## src/rtl/scanrv_pkg.sv

```systemverilog
package scanrv_pkg;
  // strobes from control to datapath
  typedef struct packed {
    logic capture;
    logic clear;
  } rvStrobes_t;
endpackage

```

## src/rtl/scanrv_ctrl.sv

```systemverilog
module scanrv_ctrl
  import scanrv_pkg::*;
(
  input  logic       clk,
  input  logic       rstN,
  input  logic       scanEn,
  input  logic       clrCnt,
  output rvStrobes_t strobes
);
  logic scanEnQ;

  always_ff @(posedge clk) begin
    if (!rstN) scanEnQ <= 1'b0;
    else       scanEnQ <= scanEn;
  end

  always_comb begin
    strobes.capture = scanEnQ & ~scanEn;
    strobes.clear   = clrCnt;
  end

  // a falling edge cannot repeat on consecutive cycles
  assert_single_capture_R2: assert property (@(posedge clk) disable iff (!rstN)
    strobes.capture |=> !strobes.capture);
  // capture only while enable is low at the port
  assert_capture_low_R2: assert property (@(posedge clk) disable iff (!rstN)
    strobes.capture |-> !scanEn);
endmodule

```

## src/rtl/scanrv_datapath.sv

```systemverilog
module scanrv_datapath
  import scanrv_pkg::*;
#(
  parameter int WIDTH = 8,
  parameter logic [WIDTH-1:0] RESET_VAL  = '0,
  parameter logic [WIDTH-1:0] INVERT_MAP = '0,
  parameter int CNT_W = 4
)(
  input  logic             clk,
  input  logic             rstN,
  input  rvStrobes_t       strobes,
  input  logic [WIDTH-1:0] refBits,
  input  logic [WIDTH-1:0] implBits,
  output logic [WIDTH-1:0] mismatchVec,
  output logic [CNT_W-1:0] errCount,
  output logic             anyError
);
  localparam int PC_W  = $clog2(WIDTH + 1);
  localparam int SUM_W = ((CNT_W > PC_W) ? CNT_W : PC_W) + 1;
  localparam logic [SUM_W-1:0] SAT_WIDE = SUM_W'({CNT_W{1'b1}});

  logic [WIDTH-1:0] bitMiss;
  logic [PC_W-1:0]  missCount;
  logic [SUM_W-1:0] sumWide;
  logic [CNT_W-1:0] countNext;

  // each bit: views should differ exactly when reset value and polarity differ
  for (genvar i = 0; i < WIDTH; i++) begin : g_bit
    localparam logic expectDiffer = RESET_VAL[i] ^ INVERT_MAP[i];
    assign bitMiss[i] = (refBits[i] ^ implBits[i]) ^ expectDiffer;
  end

  function automatic logic [PC_W-1:0] countOnes(input logic [WIDTH-1:0] v);
    logic [PC_W-1:0] c;
    c = '0;
    for (int k = 0; k < WIDTH; k++) c = c + PC_W'(v[k]);
    return c;
  endfunction

  always_comb begin
    missCount = countOnes(bitMiss);
    sumWide   = SUM_W'(errCount) + SUM_W'(missCount);
    countNext = (sumWide > SAT_WIDE) ? {CNT_W{1'b1}} : sumWide[CNT_W-1:0];
  end

  always_ff @(posedge clk) begin
    if (!rstN) begin
      mismatchVec <= '0;
      errCount    <= '0;
      anyError    <= 1'b0;
    end else begin
      if (strobes.capture) mismatchVec <= bitMiss;
      if (strobes.clear) begin
        errCount <= '0;
        anyError <= 1'b0;
      end else if (strobes.capture) begin
        errCount <= countNext;
        if (|bitMiss) anyError <= 1'b1;
      end
    end
  end

  // result vector only moves on a capture
  assert_hold_vec_R12: assert property (@(posedge clk) disable iff (!rstN)
    !strobes.capture |=> $stable(mismatchVec));
  // counter never goes down without a clear
  assert_no_decrease_R8: assert property (@(posedge clk) disable iff (!rstN)
    !strobes.clear |=> errCount >= $past(errCount));
  // saturated counter stays saturated
  assert_no_overflow_R9: assert property (@(posedge clk) disable iff (!rstN)
    (errCount == {CNT_W{1'b1}} && !strobes.clear) |=> errCount == {CNT_W{1'b1}});
  // sticky flag survives until clear
  assert_sticky_R11: assert property (@(posedge clk) disable iff (!rstN)
    (anyError && !strobes.clear) |=> anyError);
  // clear empties counter and flag
  assert_clear_R10: assert property (@(posedge clk) disable iff (!rstN)
    strobes.clear |=> (errCount == '0 && !anyError));
endmodule

```

## src/rtl/scanRvChecker.sv

```systemverilog
module scanRvChecker
  import scanrv_pkg::*;
#(
  parameter int WIDTH = 8,
  parameter logic [WIDTH-1:0] RESET_VAL  = 8'b0101_0011,
  parameter logic [WIDTH-1:0] INVERT_MAP = 8'b0011_0110,
  parameter int CNT_W = 4
)(
  input  logic             clk,
  input  logic             rstN,
  input  logic             scanEn,
  input  logic             clrCnt,
  input  logic [WIDTH-1:0] refBits,
  input  logic [WIDTH-1:0] implBits,
  output logic [WIDTH-1:0] mismatchVec,
  output logic [CNT_W-1:0] errCount,
  output logic             anyError
);
  rvStrobes_t strobes;

  scanrv_ctrl u_ctrl (
    .clk     (clk),
    .rstN    (rstN),
    .scanEn  (scanEn),
    .clrCnt  (clrCnt),
    .strobes (strobes)
  );

  scanrv_datapath #(
    .WIDTH      (WIDTH),
    .RESET_VAL  (RESET_VAL),
    .INVERT_MAP (INVERT_MAP),
    .CNT_W      (CNT_W)
  ) u_dp (
    .clk         (clk),
    .rstN        (rstN),
    .strobes     (strobes),
    .refBits     (refBits),
    .implBits    (implBits),
    .mismatchVec (mismatchVec),
    .errCount    (errCount),
    .anyError    (anyError)
  );
endmodule

```

## config.mk

```make
export PLATFORM = sky130hd
export DESIGN_NAME = scanRvChecker
export DESIGN_NICKNAME = d
export VERILOG_FILES = /design/src/rtl/scanrv_pkg.sv /design/src/rtl/scanrv_ctrl.sv /design/src/rtl/scanrv_datapath.sv /design/src/rtl/scanRvChecker.sv
export SDC_FILE = /design/constraint.sdc
export NUM_CORES = 1
export LEC_CHECK = 0
export BUFFER_PORTS_ARGS = -buffer_cell sky130_fd_sc_hd__buf_2
export CAP_MARGIN = 20
export CORE_ASPECT_RATIO = 0.9
export CORE_MARGIN = 10
export CORE_UTILIZATION = 40
export DETAILED_ROUTE_END_ITERATION = 7
export PLACE_DENSITY = 0.75
export SETUP_SLACK_MARGIN = 0.4
export SLEW_MARGIN = 15
export SYNTH_ARGS = -nofsm -noshare
export SYNTH_HDL_FRONTEND = slang
export SYNTH_HIERARCHICAL = 1
export SYNTH_SLANG_ARGS = --single-unit
```

## constraint.sdc

```tcl
create_clock -name clk -period 4.6 [get_ports clk]
set_input_delay 0.69 -clock clk [delete_from_list [all_inputs] [get_ports clk]]
set_output_delay 0.69 -clock clk [all_outputs]
set_load 0.01 [all_outputs]
```

# Word level (Yosys, flattened, before mapping)
# Index checks and enable logic that the tools add are counted.
# Widths: inputs -> output; s select.
[word_totals]
in_bits = 20
register_bits = 14
[classes]
n_lt_le_gt_ge = 1
n_bitwise = 15
addsub = 8
reduce_logical = 3
muxes = 1
[op_table]
columns = ["operator", "n"]
rows = [
  ["$add 4x1->4", 6],
  ["$reduce_or 8->1", 1],
  ["$xor 1x1->1", 8],
  ["$not 1->1", 6],
  ["$add 4x4->5", 1],
  ["$gt 5x4->1 const B", 1],
  ["$mux 4", 1],
  ["$add 1x1->2", 1],
  ["$reduce_and 2->1", 1],
  ["$reduce_or 2->1", 1],
  ["$and 1x1->1", 1],
]

# Depth between registers and ports, before layout
# Gate-level depths: netlist of the first run.
[logic_depth]
depth_word = 12
mapped_depth = 13
ltp_nobuf = 13

# Cells and area by module
# Netlist of the first run, hierarchy kept.
[by_module_without_submodules]
columns = ["module", "cells_per_inst", "area_per_inst_um2", "instances"]
rows = [
  ["scanrv_datapath", 78, 814.5, 1],
  ["scanrv_ctrl", 4, 43.8, 1],
]

# Worst setup path before layout of the first run
# Ideal clock, no wire load.
[synth_timing]
path_type = "input to register"
from = "in implBits[0]"
to = "reg u_dp.errCount[1]"
path_stages = 13
setup_slack_ns = 0.953
arrival_ns = 3.528
path_buffers = 0
setup_time_ns = 0.119
cell_sequence = "xnor2_1 > fa_1 > inv_1 > fa_1 > fa_1 > inv_1 > fa_1 > inv_1 > fa_1 > nor2b_1 > o21ai_1 > nand3b_1 > o221a_2"
[synth_between]
elab_chain_cells = 12
[synth_rtl]
columns = ["element", "line", "source"]
rows = [
  ["start: declaration", "scanRvChecker.sv:14", "input logic [WIDTH-1:0] implBits,"],
  ["$xor 1x1->1 (*)", "scanrv_datapath.sv:30", "assign bitMiss[i] = (refBits[i] ^ implBits[i]) ^ expectDiffer;"],
  ["$not 1->1 (no source line) (*)", "-", ""],
  ["$add 1x1->2 (*)", "scanrv_datapath.sv:36", "for (int k = 0; k < WIDTH; k++) c = c + PC_W'(v[k]);"],
  ["$add 4x1->4 (*) (6 in series)", "scanrv_datapath.sv:36", ""],
  ["$add 4x4->5 (*)", "scanrv_datapath.sv:42", "sumWide = SUM_W'(errCount) + SUM_W'(missCount);"],
  ["$gt 5x4->1", "scanrv_datapath.sv:43", "countNext = (sumWide > SAT_WIDE) ? {CNT_W{1'b1}} : sumWide[CNT_W-1:0];"],
  ["$mux 4 (*)", "scanrv_datapath.sv:43", ""],
  ["end signal: assignment", "scanrv_datapath.sv:57", "errCount <= countNext;"],
  ["end: declaration", "scanrv_datapath.sv:15", "output logic [CNT_W-1:0] errCount,"],
]
# Every way passes the cells marked *; elsewhere a longest branch is shown, timed or not.
# A chain may end at the register's enable or synchronous reset.

# Final worst setup path of the first run
[layout_timing]
from = "in implBits[0]"
to = "reg u_dp.errCount[1]"
[layout_between]
elab_chain_cells = 12
[layout_rtl]
columns = ["element", "line", "source"]
rows = [
  ["$xor 1x1->1 (*)", "scanrv_datapath.sv:30", ""],
  ["$not 1->1 (no source line) (*)", "-", ""],
  ["named net u_dp.bitMiss[0]", "scanrv_datapath.sv:22", "logic [WIDTH-1:0] bitMiss;"],
  ["$add 1x1->2 (*)", "scanrv_datapath.sv:36", ""],
  ["$add 4x1->4 (*) (6 in series)", "scanrv_datapath.sv:36", ""],
  ["$add 4x4->5 (*)", "scanrv_datapath.sv:42", ""],
  ["$gt 5x4->1", "scanrv_datapath.sv:43", ""],
  ["$mux 4 (*)", "scanrv_datapath.sv:43", ""],
]
# Mark *: on every way through the listed nets, which the timed path passes. The rest lies on a longest branch.

==> run metrics, run 1 <==
Antenna Nets Post-Route 0; CP Launch Type primary input; Post-Syn Nets ~110; r2r startpoint u_dp/errCount[0]; most numerous cell in the Yosys netlist dfxtp_1; drt pass-1 iters 4; Hold Startpoint u_dp/anyError; # nets final around 150; maximum vdd drop between 0.00015 and 0.0002 V; Core Region between 1500 and 2000 µm²; final setup TNS 0 ps; Antenna diodes 0; leakage around 0.56 nW; I/O Buffers 32; RePlAce Congestion 0.7763; final setup fails 0; top cells by area, synth dfxtp_1 33%, fa_1 12%, ha_1 8.7%; Max Freq ~270 MHz; largest net degree at the start of global routing 19; CTS tree yes; Commonest cells post-synth 14 x dfxtp_1, 11 x inv_1, 8 x xnor2_1; P&R area growth vs syn 22.89%; vias in the first global route slightly below 800; GRT Util Overall between 10% and 20%; Hold Vio Cnt, Final 0; Required @ worst endpoint between 4000 and 5000 ps; WL final 2029 µm; Avg WL per Cell 14.60 µm; total I/O pin count 33; fin. max-slew vios 0; cells along the critical path buf_2, xnor2_1, fa_1, inv_1, fa_1, fa_1, inv_1, fa_1, inv_1, fa_1, nor2b_1, o21ai_1, nand3b_1, o221a_2; Clock Path Buffers 2; largest area contributor in the netlist dfxtp_1; global-route wire length before repair 3436 µm; CP Launch Point implBits[0]; crit path DAT a little under 4000 ps; Cells after Synth slightly above 80; vias per inst 4.899; initial antenna violation count 0; RSZ-0062 raised after global routing no; Root Buffer Master clkbuf_4; asr flop ratio synth 0%; CTS Buf Count 3; Row Count 15; MaxCap Viol Count 0; chip width 68.83 µm; post-layout min period 3709 ps; Worst Setup End Kind flop; status finished, final reports clean; yosys warns 6; Final Cycle Share between 80% and 90%; Top delay family on crit path adder cells; post-synthesis register bit count 14; Synth Cell Area around 860 µm²; slowest library cell on the worst path fa_1; area share of the largest cell type after synthesis between 30 and 40%; DR vias 681; register area share after synthesis between 30% and 40%; Setup CP Type in -> reg; DRT iter0 DRCs 9; slew margin rel. between 70% and 80%; min-delay worst type reg -> reg; Crit path buffers/inverters 4; Synth Flop Type dfxtp_1; DP HPWL ~1700 µm; Post-CTS Setup Inserts 0; Pwr Density just over 300 nW/µm²; H-tree levels 1; DIE HEIGHT 63.95 µm; Clock Skew slightly below 3 ps; Starting Density a little over two fifths; # DRC 0; Clock Latency Late Sink ~280 ps; worst-path fanout max 4; Hold Buf Count CTS 0; critical path's most frequent cell fa_1; worst slew pin tran about 350 ps; Crit path largest cell delay a little under 500 ps; die area 4401 µm²; grt ovf 0; CTS sink cnt 14; Netlist cell types 25; ratio of cells with drive above 1 in the final layout a little over a third; Mean Syn Cell Area approximately 10 µm²; CTS clock-pin slew for the worst setup and hold paths around 70 ps; EDFF count, synth 0; Final Core Density 53.52%; post_cts resized 0
-- routing by layer --
layer,global-route usage (%),up-vias,wire length (µm)
li1,-,337,-
met1,10.04,324,758
met2,18.32,18,1133
met3,5.401,2,125
met4,3.695,0,12
met5,0,-,0
-- per-stage QoR --
step	instance area, µm²	cells	setup WS [ps]	power (mW)	hold WS, ps
after detailed placement	1032	136	600.9	0.2566	458.2
after global routing	1055	139	735.1	0.3518	513.9
after global placement	1032	136	695.1	0.2483	423.8
after CTS	1055	139	891.2	0.3257	468.6
after floorplan	858.3	82	952.9	0.2200	462.5
final	1055	139	890.8	0.3191	454.2
-- registers in the layout, summed over array words and instances (netlist names) --
| signal | flops |
|---|---|
| u_dp/errCount | 4 |
| u_dp/mismatchVec | 8 |
| u_ctrl/scanEnQ | 1 |
| u_dp/anyError | 1 |
-- area by class of cell --
class | instances | area, µm²
Multi-Input combinational cell | 54 | 519.2
Inverter | 11 | 41.29
Tap cell | 25 | 31.28
Timing Repair Buffer | 32 | 160.2
Fill cell | 198 | 915.9
Sequential cell | 14 | 280.3
Clock buffer | 3 | 22.52
-- worst register-to-register path, stage by stage, from the launching register on --
cell      delay (ps)
dfxtp_1          350
fa_1             550
inv_1             50
fa_1             440
fa_1             490
inv_1             50
fa_1             380
inv_1             80
fa_1             210
nor2b_1           60
o21ai_1          110
nand3b_1         150
o221a_2          270
-- cells by family after synthesis --
kind of cell	count (synthesis)	synth area share, %
AOI/OAI and AO/OA	12	13.27
DFF	14	32.65
muxes	4	4.665
and+or+nand+nor	17	11.95
xor gates and xnor gates	10	10.20
adders and majority gates	11	20.41
buffers and inverters	14	6.852
-- cell usage in the layout, fill, tap and decap left out, drive strengths merged --
cell type  count
and2           3
buf           32
xnor2          8
and2b          2
ha             6
nand4bb        1
nand2          6
dfxtp         14
nor2b          3
nand3b         1
a21oi          1
a21o           1
clkbuf         3
o221a          4
mux2i          4
xor2           2
o21ai          1
nand4          1
o211ai         1
fa             5
inv           11
o211a          4
-- report_power, final --
part / switching [mW] / internal (mW)
clock network: 0.0361 / 0.0304
logic: 0.0661 / 0.0580
registers: 0.00268 / 0.126
-- path summary, 6_finish.rpt --
kind,to,slack (ps),cells after the start
max,u_dp/errCount[1],890,14
min,u_dp/anyError,450,2
min reg2reg,u_dp/anyError,450,2
max reg2reg,u_dp/errCount[1],1300,12
Power figures use the tool's default switching activity.
==> run 2, diff against run 1 <==
--- a/config.mk
+++ b/config.mk
@@ -5,13 +5,14 @@
 export SDC_FILE = /design/constraint.sdc
 export NUM_CORES = 1
 export LEC_CHECK = 0
+export ABC_AREA = 1
 export BUFFER_PORTS_ARGS = -buffer_cell sky130_fd_sc_hd__buf_2
 export CAP_MARGIN = 20
 export CORE_ASPECT_RATIO = 0.9
 export CORE_MARGIN = 10
 export CORE_UTILIZATION = 40
 export DETAILED_ROUTE_END_ITERATION = 7
-export PLACE_DENSITY = 0.75
+export PLACE_DENSITY = 0.73
 export SETUP_SLACK_MARGIN = 0.4
 export SLEW_MARGIN = 15
 export SYNTH_ARGS = -nofsm -noshare
==> constraint.sdc (replaced) <==
create_clock -name clk -period 3.7 [get_ports clk]
set_input_delay 0.555 -clock clk [delete_from_list [all_inputs] [get_ports clk]]
set_output_delay 0.555 -clock clk [all_outputs]
set_load 0.01 [all_outputs]
==> run metrics, run 2 <==
status finished, final reports clean; commonest non-fill, non-tap cell in the layout inv_1; initial antenna violation count 0 (unchanged); total I/O pin count 33 (unchanged); top cells by area, synth dfxtp_1 28%, inv_1 17%, nand2_1 14%; ratio of cells with drive above 1 in the final layout 40.22% (+5.1 points); pre-CTS setup slack 39.10 ps (-561.8 ps); EDFF count, synth 0 (unchanged); vias per inst 4.502 (-8.1%); # nets final 211 (+44%); Netlist cell types 21 (-16%); # DRC 0 (unchanged); dpl cells 201 (+48%); Biggest register u_dp/mismatchVec; Hold Vio Cnt, Final 0 (unchanged); Final Non-Filler Cells 207 (+49%); leakage 0.8045 nW (+44%); FF/Latch Area 280.3 µm² (unchanged); fin. max-slew vios 0 (unchanged); reg-to-reg critical path endpoint u_dp/errCount[2]; Net Sw Power 156.8 µW (+50%); slew margin rel. 83.34% (+6.8 points); final worst slack 414.6 ps (-476.3 ps); logic gate share of total power 40.7% (+1.8 points); chip width 73.16 µm (+6.3%); die area 4963 µm² (+13%); I/O Buffers 32 (unchanged); vias in the first global route 1,094 (+40%); grt ovf 0 (unchanged); crit path DAT 3470 ps (-410 ps); DIE HEIGHT 67.84 µm (+6.1%); Hold Startpoint u_dp/anyError; r2r startpoint u_dp/errCount[0]; Hold EP u_dp/anyError; Row Count 17 (+2); critical path's most frequent cell inv_2; worst-path fanout max 2 (-2); multi-input logic area 580.6 µm² (+12%); Final Cycle Share 88.80%; final setup fails 0 (unchanged); Top Registers u_dp/mismatchVec x8, u_dp/errCount x4; Crit path buffers/inverters 8 (+4); register area share after synthesis 27.55% (-5.1 points); area share of the largest cell type after synthesis 27.55% (-5.1 points); largest area contributor in the netlist dfxtp_1; placed cell areas 1205 µm² (+17%); Antenna diodes 0 (unchanged); worst hold slack 463.6 ps (+9.383 ps); final instance area 1325 µm² (+26%); yosys warns 6 (unchanged); Setup CP Type in -> reg; Power Internal 299.0 µW (+40%); maximum vdd drop 0.0002761 V (+70%); worst slew pin tran 249.9 ps (-101.5 ps); Worst Setup End Kind flop; Switching Share 34.41% (+1.6 points); RSZ-0062 raised after global routing yes; final setup TNS 0 ps (unchanged); DR vias 932 (+37%); Commonest cells post-synth 46 x inv_1, 38 x nand2_1, 14 x dfxtp_1; Core Region 2446 µm² (+24%); CTS tree yes; slowest library cell on the worst path fa_1; Pwr Density 344.0 nW/µm² (+14%); Clk pwr share 24.0% (+3.2 points); R2R depth 12 (unchanged); most numerous cell in the Yosys netlist inv_1; largest net degree at the start of global routing 23 (+4); RePlAce Congestion 0.7920 (+2.0%); Crit path largest cell delay 490 ps (about the same); sequential power share 35.3% (-5.0 points); Clock Skew 1.155 ps (-1.823 ps); cells along the critical path buf_6, inv_2, nand2_2, nand2_2, inv_2, fa_1, inv_1, fa_1, fa_1, inv_2, fa_2, inv_2, fa_2, buf_4, xnor2_2, o221ai_2, inv_1; Mean Syn Cell Area 7.113 µm² (-32%); WL final 2488 µm (+23%); CTS sink cnt 14 (unchanged); P&R area growth vs syn 30.26%; asr flop ratio synth 0% (unchanged); Root Buffer Master clkbuf_4; Hold Buf Count CTS 0 (unchanged); WHS Path Cells 2 (unchanged); H-tree levels 1 (unchanged); CTS clock-pin slew for the worst setup and hold paths 80 ps (about the same); post-layout min period ~3300 ps; Starting Density 41.59% (-2.0 points); min-delay worst type reg -> reg; Max Freq 304.4 MHz; max reg flops 8 (unchanged); DP HPWL 1973 µm (+13%); filler instances 248 (+25%); commonest non-fill, non-tap cells in the layout 37 x inv_1, 33 x nand2_1, 29 x buf_2; Post-Syn Nets 174 (+54%); global-route wire length before repair 4485 µm (+31%); Cells after Synth 143 (+74%); CP Launch Type primary input; CTS Buf Count 3 (unchanged); drt pass-1 iters 4 (unchanged); Avg WL per Cell 12.02 µm (-18%); Synth Cell Area 1017 µm² (+19%); GRT Util Overall 10.93% (+0.50 points); MaxCap Viol Count 0 (unchanged); Synth Flop Type dfxtp_1; Antenna Nets Post-Route 0 (unchanged); Required @ worst endpoint 3880 ps (-890 ps); post-synthesis register bit count 14 (unchanged); Top delay family on crit path adder cells; Clock Path Buffers 2 (unchanged); DRT iter0 DRCs 27 (+18); FF-to-FF setup slack 590 ps (-710 ps); Clock Latency Late Sink 280 ps (about the same)
==> run 2: cell types whose count changed after synthesis, sizes merged, moves of 3 or more <==
cell    previous run  this run
o211a              4         0
inv               11        47
mux2i              4         0
nor2               0         5
nor2b              3         0
o211ai             1         8
xnor2              8         1
o221ai             0         3
nand2              6        42
and2               3         0
o221a              4         0
nand3              0         3
==> run 2: logic make-up (layout without fill, tap and decap cells) <==
logic type,count (synthesis),count (layout),synth area share (%)
buffers and inverters,51,87,21.28
and+or+nand+nor,50,50,21.03
AOI/OAI and AO/OA,16,16,12.05
DFF,14,14,27.55
adders and majority gates,11,11,17.22
xor gates and xnor gates,1,1,0.8612
==> run 2: how the worst max path moves through the flow <==
stage | cells after the start | start | slack (ps) | endpoint
3_3_place_gp | 18 | implBits[0] | 130 | u_dp/errCount[0]
5_1_grt | 17 | refBits[2] | 310 | u_dp/errCount[2]
3_5_place_dp | 18 | implBits[0] | 40 | u_dp/errCount[0]
4_1_cts | 18 | refBits[2] | 400 | u_dp/errCount[2]
6_report | 17 | refBits[2] | 410 | u_dp/errCount[2]
2_1_floorplan | 17 | implBits[0] | 350 | u_dp/errCount[1]
==> run 2: worst register-to-register path, delay by kind of cell, from the launching register on <==
kind / cells / cell delay [ps]
adders and majority gates: 5 / 2010
DFF: 1 / 350
buffers and inverters: 5 / 370
xor gates and xnor gates: 1 / 140
AOI/OAI and AO/OA: 1 / 130
==> run 2: cell type report <==
class / count / share of cell area (%)
clock buffers: 4 / 2.738
inverters: 47 / 13.88
multi-input cells: 78 / 43.81
flip-flops and latches: 14 / 21.15
well taps: 28 / 2.644
repair buffers: 36 / 15.77
==> run 2: routing by layer <==
layer	vias to the layer above	share of wire, %	track usage [%]	wire length, µm
li1	493	-	-	-
met1	416	40	10.80	986
met2	23	52	20.28	1296
met3	0	8.2	5.347	205
met4	0	0	2.370	0
met5	-	0	0	0
==> run 2: metrics by stage <==
step                      power (mW)  util, %
final                         0.4558    54.17
after global routing          0.4963    54.17
after CTS                     0.4500    53.71
after detailed placement      0.3145    49.26
after global placement        0.3081    49.26
after floorplan               0.2712        -
==> run 2: power by group through the flow <==
stage / clock network (mW) / logic, mW / registers [mW]
floorplan: 0 / 0.104 / 0.167
global placement: 0 / 0.144 / 0.164
detailed placement: 0 / 0.150 / 0.164
CTS: 0.113 / 0.176 / 0.161
global route: 0.123 / 0.211 / 0.162
finish: 0.109 / 0.186 / 0.161
==> run 2: timing repair <==
action / 4_1_cts / 5_1_grt
gates resized for setup: 16 / 2
hold endpoints to repair: 0 / 0
endpoints found under the setup margin: 3 / 4
pin swaps: 10 / 4
setup buffers: 2 / 0
==> run 3, diff against run 2 <==
--- a/config.mk
+++ b/config.mk
@@ -8,11 +8,13 @@
 export ABC_AREA = 1
 export BUFFER_PORTS_ARGS = -buffer_cell sky130_fd_sc_hd__buf_2
 export CAP_MARGIN = 20
+export CELL_PAD_IN_SITES_DETAIL_PLACEMENT = 0
+export CELL_PAD_IN_SITES_GLOBAL_PLACEMENT = 2
 export CORE_ASPECT_RATIO = 0.9
 export CORE_MARGIN = 10
-export CORE_UTILIZATION = 40
+export CORE_UTILIZATION = 26
 export DETAILED_ROUTE_END_ITERATION = 7
-export PLACE_DENSITY = 0.73
+export PLACE_DENSITY = 0.85
 export SETUP_SLACK_MARGIN = 0.4
 export SLEW_MARGIN = 15
 export SYNTH_ARGS = -nofsm -noshare
==> run metrics, run 3 (synthesized netlist as in run 2, its figures left out) <==
status finished, final reports clean; CTS sink cnt 14 (unchanged); pre-CTS setup slack 49.26 ps (+10.16 ps); fin. max-slew vios 0 (unchanged); Row Count 21 (+4); Core Region 3757 µm² (+54%); Clock Path Buffers 2 (unchanged); reg-to-reg critical path endpoint u_dp/errCount[2]; DIE HEIGHT 79.34 µm (+17%); ratio of cells with drive above 1 in the final layout 38.42% (-1.8 points); P&R area growth vs syn 32.96%; Switching Share 32.84% (-1.6 points); final setup fails 0 (unchanged); vias in the first global route 1,022 (-6.6%); Antenna diodes 0 (unchanged); Pwr Density 333.0 nW/µm² (-3.2%); worst-path fanout max 4 (+2); r2r startpoint u_dp/errCount[0]; CTS tree yes; max reg flops 8 (unchanged); chip width 85.93 µm (+17%); slowest library cell on the worst path fa_1; cells along the critical path buf_8, clkinv_8, nand2_2, nand2_2, inv_2, fa_1, inv_1, fa_1, fa_1, inv_1, fa_2, inv_2, fa_2, inv_2, nand3_2, nand3_4, o221ai_2, inv_1; sequential power share 35.9% (+0.6 points); Power Internal 302.5 µW (+1.2%); commonest non-fill, non-tap cell in the layout inv_1; RePlAce Congestion 0.8106 (+2.3%); global-route wire length before repair 4395 µm (-2.0%); Setup CP Type in -> reg; Starting Density 27.07% (-15 points); vias per inst 4.184 (-7.1%); Hold EP u_dp/anyError; DR vias 933 (+0.11%); worst slew pin tran 263.6 ps (+13.69 ps); WL final 2436 µm (-2.1%); I/O Buffers 32 (unchanged); M1 GR Usage 8.734% (-2.1 points); M3 GR Usage 4.184% (-1.2 points); largest net degree at the start of global routing 23 (unchanged); # nets final 210 (-0.47%); Required @ worst endpoint 3830 ps (-50 ps); H-tree levels 1 (unchanged); grt ovf 0 (unchanged); DP HPWL 2104 µm (+6.6%); CTS Buf Count 3 (unchanged); CTS clock-pin slew for the worst setup and hold paths 50 ps (-30 ps); Antenna Nets Post-Route 0 (unchanged); Clock Skew 0.7205 ps (-0.4349 ps); placed cell areas 1220 µm² (+1.2%); Avg WL per Cell 10.92 µm (-9.1%); MaxCap Viol Count 0 (unchanged); Clock Latency Late Sink 240 ps (-40 ps); slew margin rel. 82.43% (-0.91 points); Net Sw Power 147.9 µW (-5.7%); leakage 0.8010 nW (-0.45%); GR Util met2 12.63% (-7.6 points); # DRC 0 (unchanged); initial antenna violation count 0 (unchanged); RSZ-0062 raised after global routing yes; final setup TNS 0 ps (unchanged); CP Launch Type primary input; R2R depth 13 (+1); die area 6818 µm² (+37%); commonest non-fill, non-tap cells in the layout 38 x inv_1, 33 x nand2_1, 28 x buf_2; DRT iter0 DRCs 70 (+160%); maximum vdd drop 0.0001756 V (-36%); min-delay worst type reg -> reg; Final Cycle Share 89.32% (+0.52 points); post-layout min period 3305 ps (+19.42 ps); Final Core Density 36.00% (-18 points); GRT Util Overall 7.607% (-3.3 points); Hold Vio Cnt, Final 0 (unchanged); grt peak-use layer met2; final instance area 1353 µm² (+2.1%); Top Registers u_dp/mismatchVec x8, u_dp/errCount x4; FF-to-FF setup slack 600 ps (about the same); Max Freq 302.6 MHz (-0.59%); Worst Setup End Kind flop; crit path DAT 3440 ps (-30 ps); Root Buffer Master clkbuf_8; final worst slack 395.2 ps (-19.42 ps); Hold Startpoint u_dp/anyError; Biggest register u_dp/mismatchVec; Clk pwr share 26.4% (+2.4 points); WHS Path Cells 2 (unchanged); drt pass-1 iters 4 (unchanged); total I/O pin count 33 (unchanged); Crit path largest cell delay 490 ps (about the same); logic gate share of total power 37.8% (-2.9 points)
-- run 3: area by class of cell --
cell class	count	area [µm²]
sequential	14	280.3
multi-input combinational	78	573.1
clock buffer	3	41.29
tap	46	57.56
fill	410	2405
inverter	47	188.9
timing repair buffer	35	211.5
-- run 3: routing by layer --
metal  wire length, µm  vias up
li1                  -      490
met1              1074      418
met2              1118       23
met3               239        2
met4                 4        0
met5                 0        -
-- run 3: repair_timing --
action,in CTS,in global routing
pin swaps,4,5
gates resized for setup,11,8
hold buffers,0,0
buffers inserted,2,0
setup endpoints to repair,4,4
-- run 3: through the flow --
stage,instances,total power [mW],hold slack [ps]
after global routing,223,0.4880,506.8
after global placement,218,0.3098,456.4
after floorplan,143,0.2712,481.6
final,223,0.4504,474.4
after detailed placement,218,0.3187,467.4
after CTS,223,0.4540,476.7
-- run 3: worst max-delay path by stage --
stage | start | endpoint | depth (start not counted)
detailed placement | implBits[0] | u_dp/errCount[1] | 18
global route | implBits[0] | u_dp/errCount[2] | 18
finish | implBits[0] | u_dp/errCount[2] | 18
global placement | implBits[0] | u_dp/errCount[1] | 18
floorplan | implBits[0] | u_dp/errCount[1] | 17
CTS | implBits[0] | u_dp/errCount[1] | 18
-- run 3: critical path: cells and delay by family --
kind / cells / cell delay, ps
adders and majority gates: 5 / 2000
and+or+nand+nor: 4 / 270
buffers and inverters: 8 / 430
AOI/OAI and AO/OA: 1 / 170
-- run 3: power by group through the flow --
| stage | combinational (mW) | clock [mW] | sequential (mW) |
|---|---|---|---|
| floorplan | 0.104 | 0 | 0.167 |
| global placement | 0.146 | 0 | 0.164 |
| detailed placement | 0.154 | 0 | 0.165 |
| CTS | 0.168 | 0.124 | 0.162 |
| global route | 0.191 | 0.135 | 0.162 |
| finish | 0.170 | 0.119 | 0.161 |
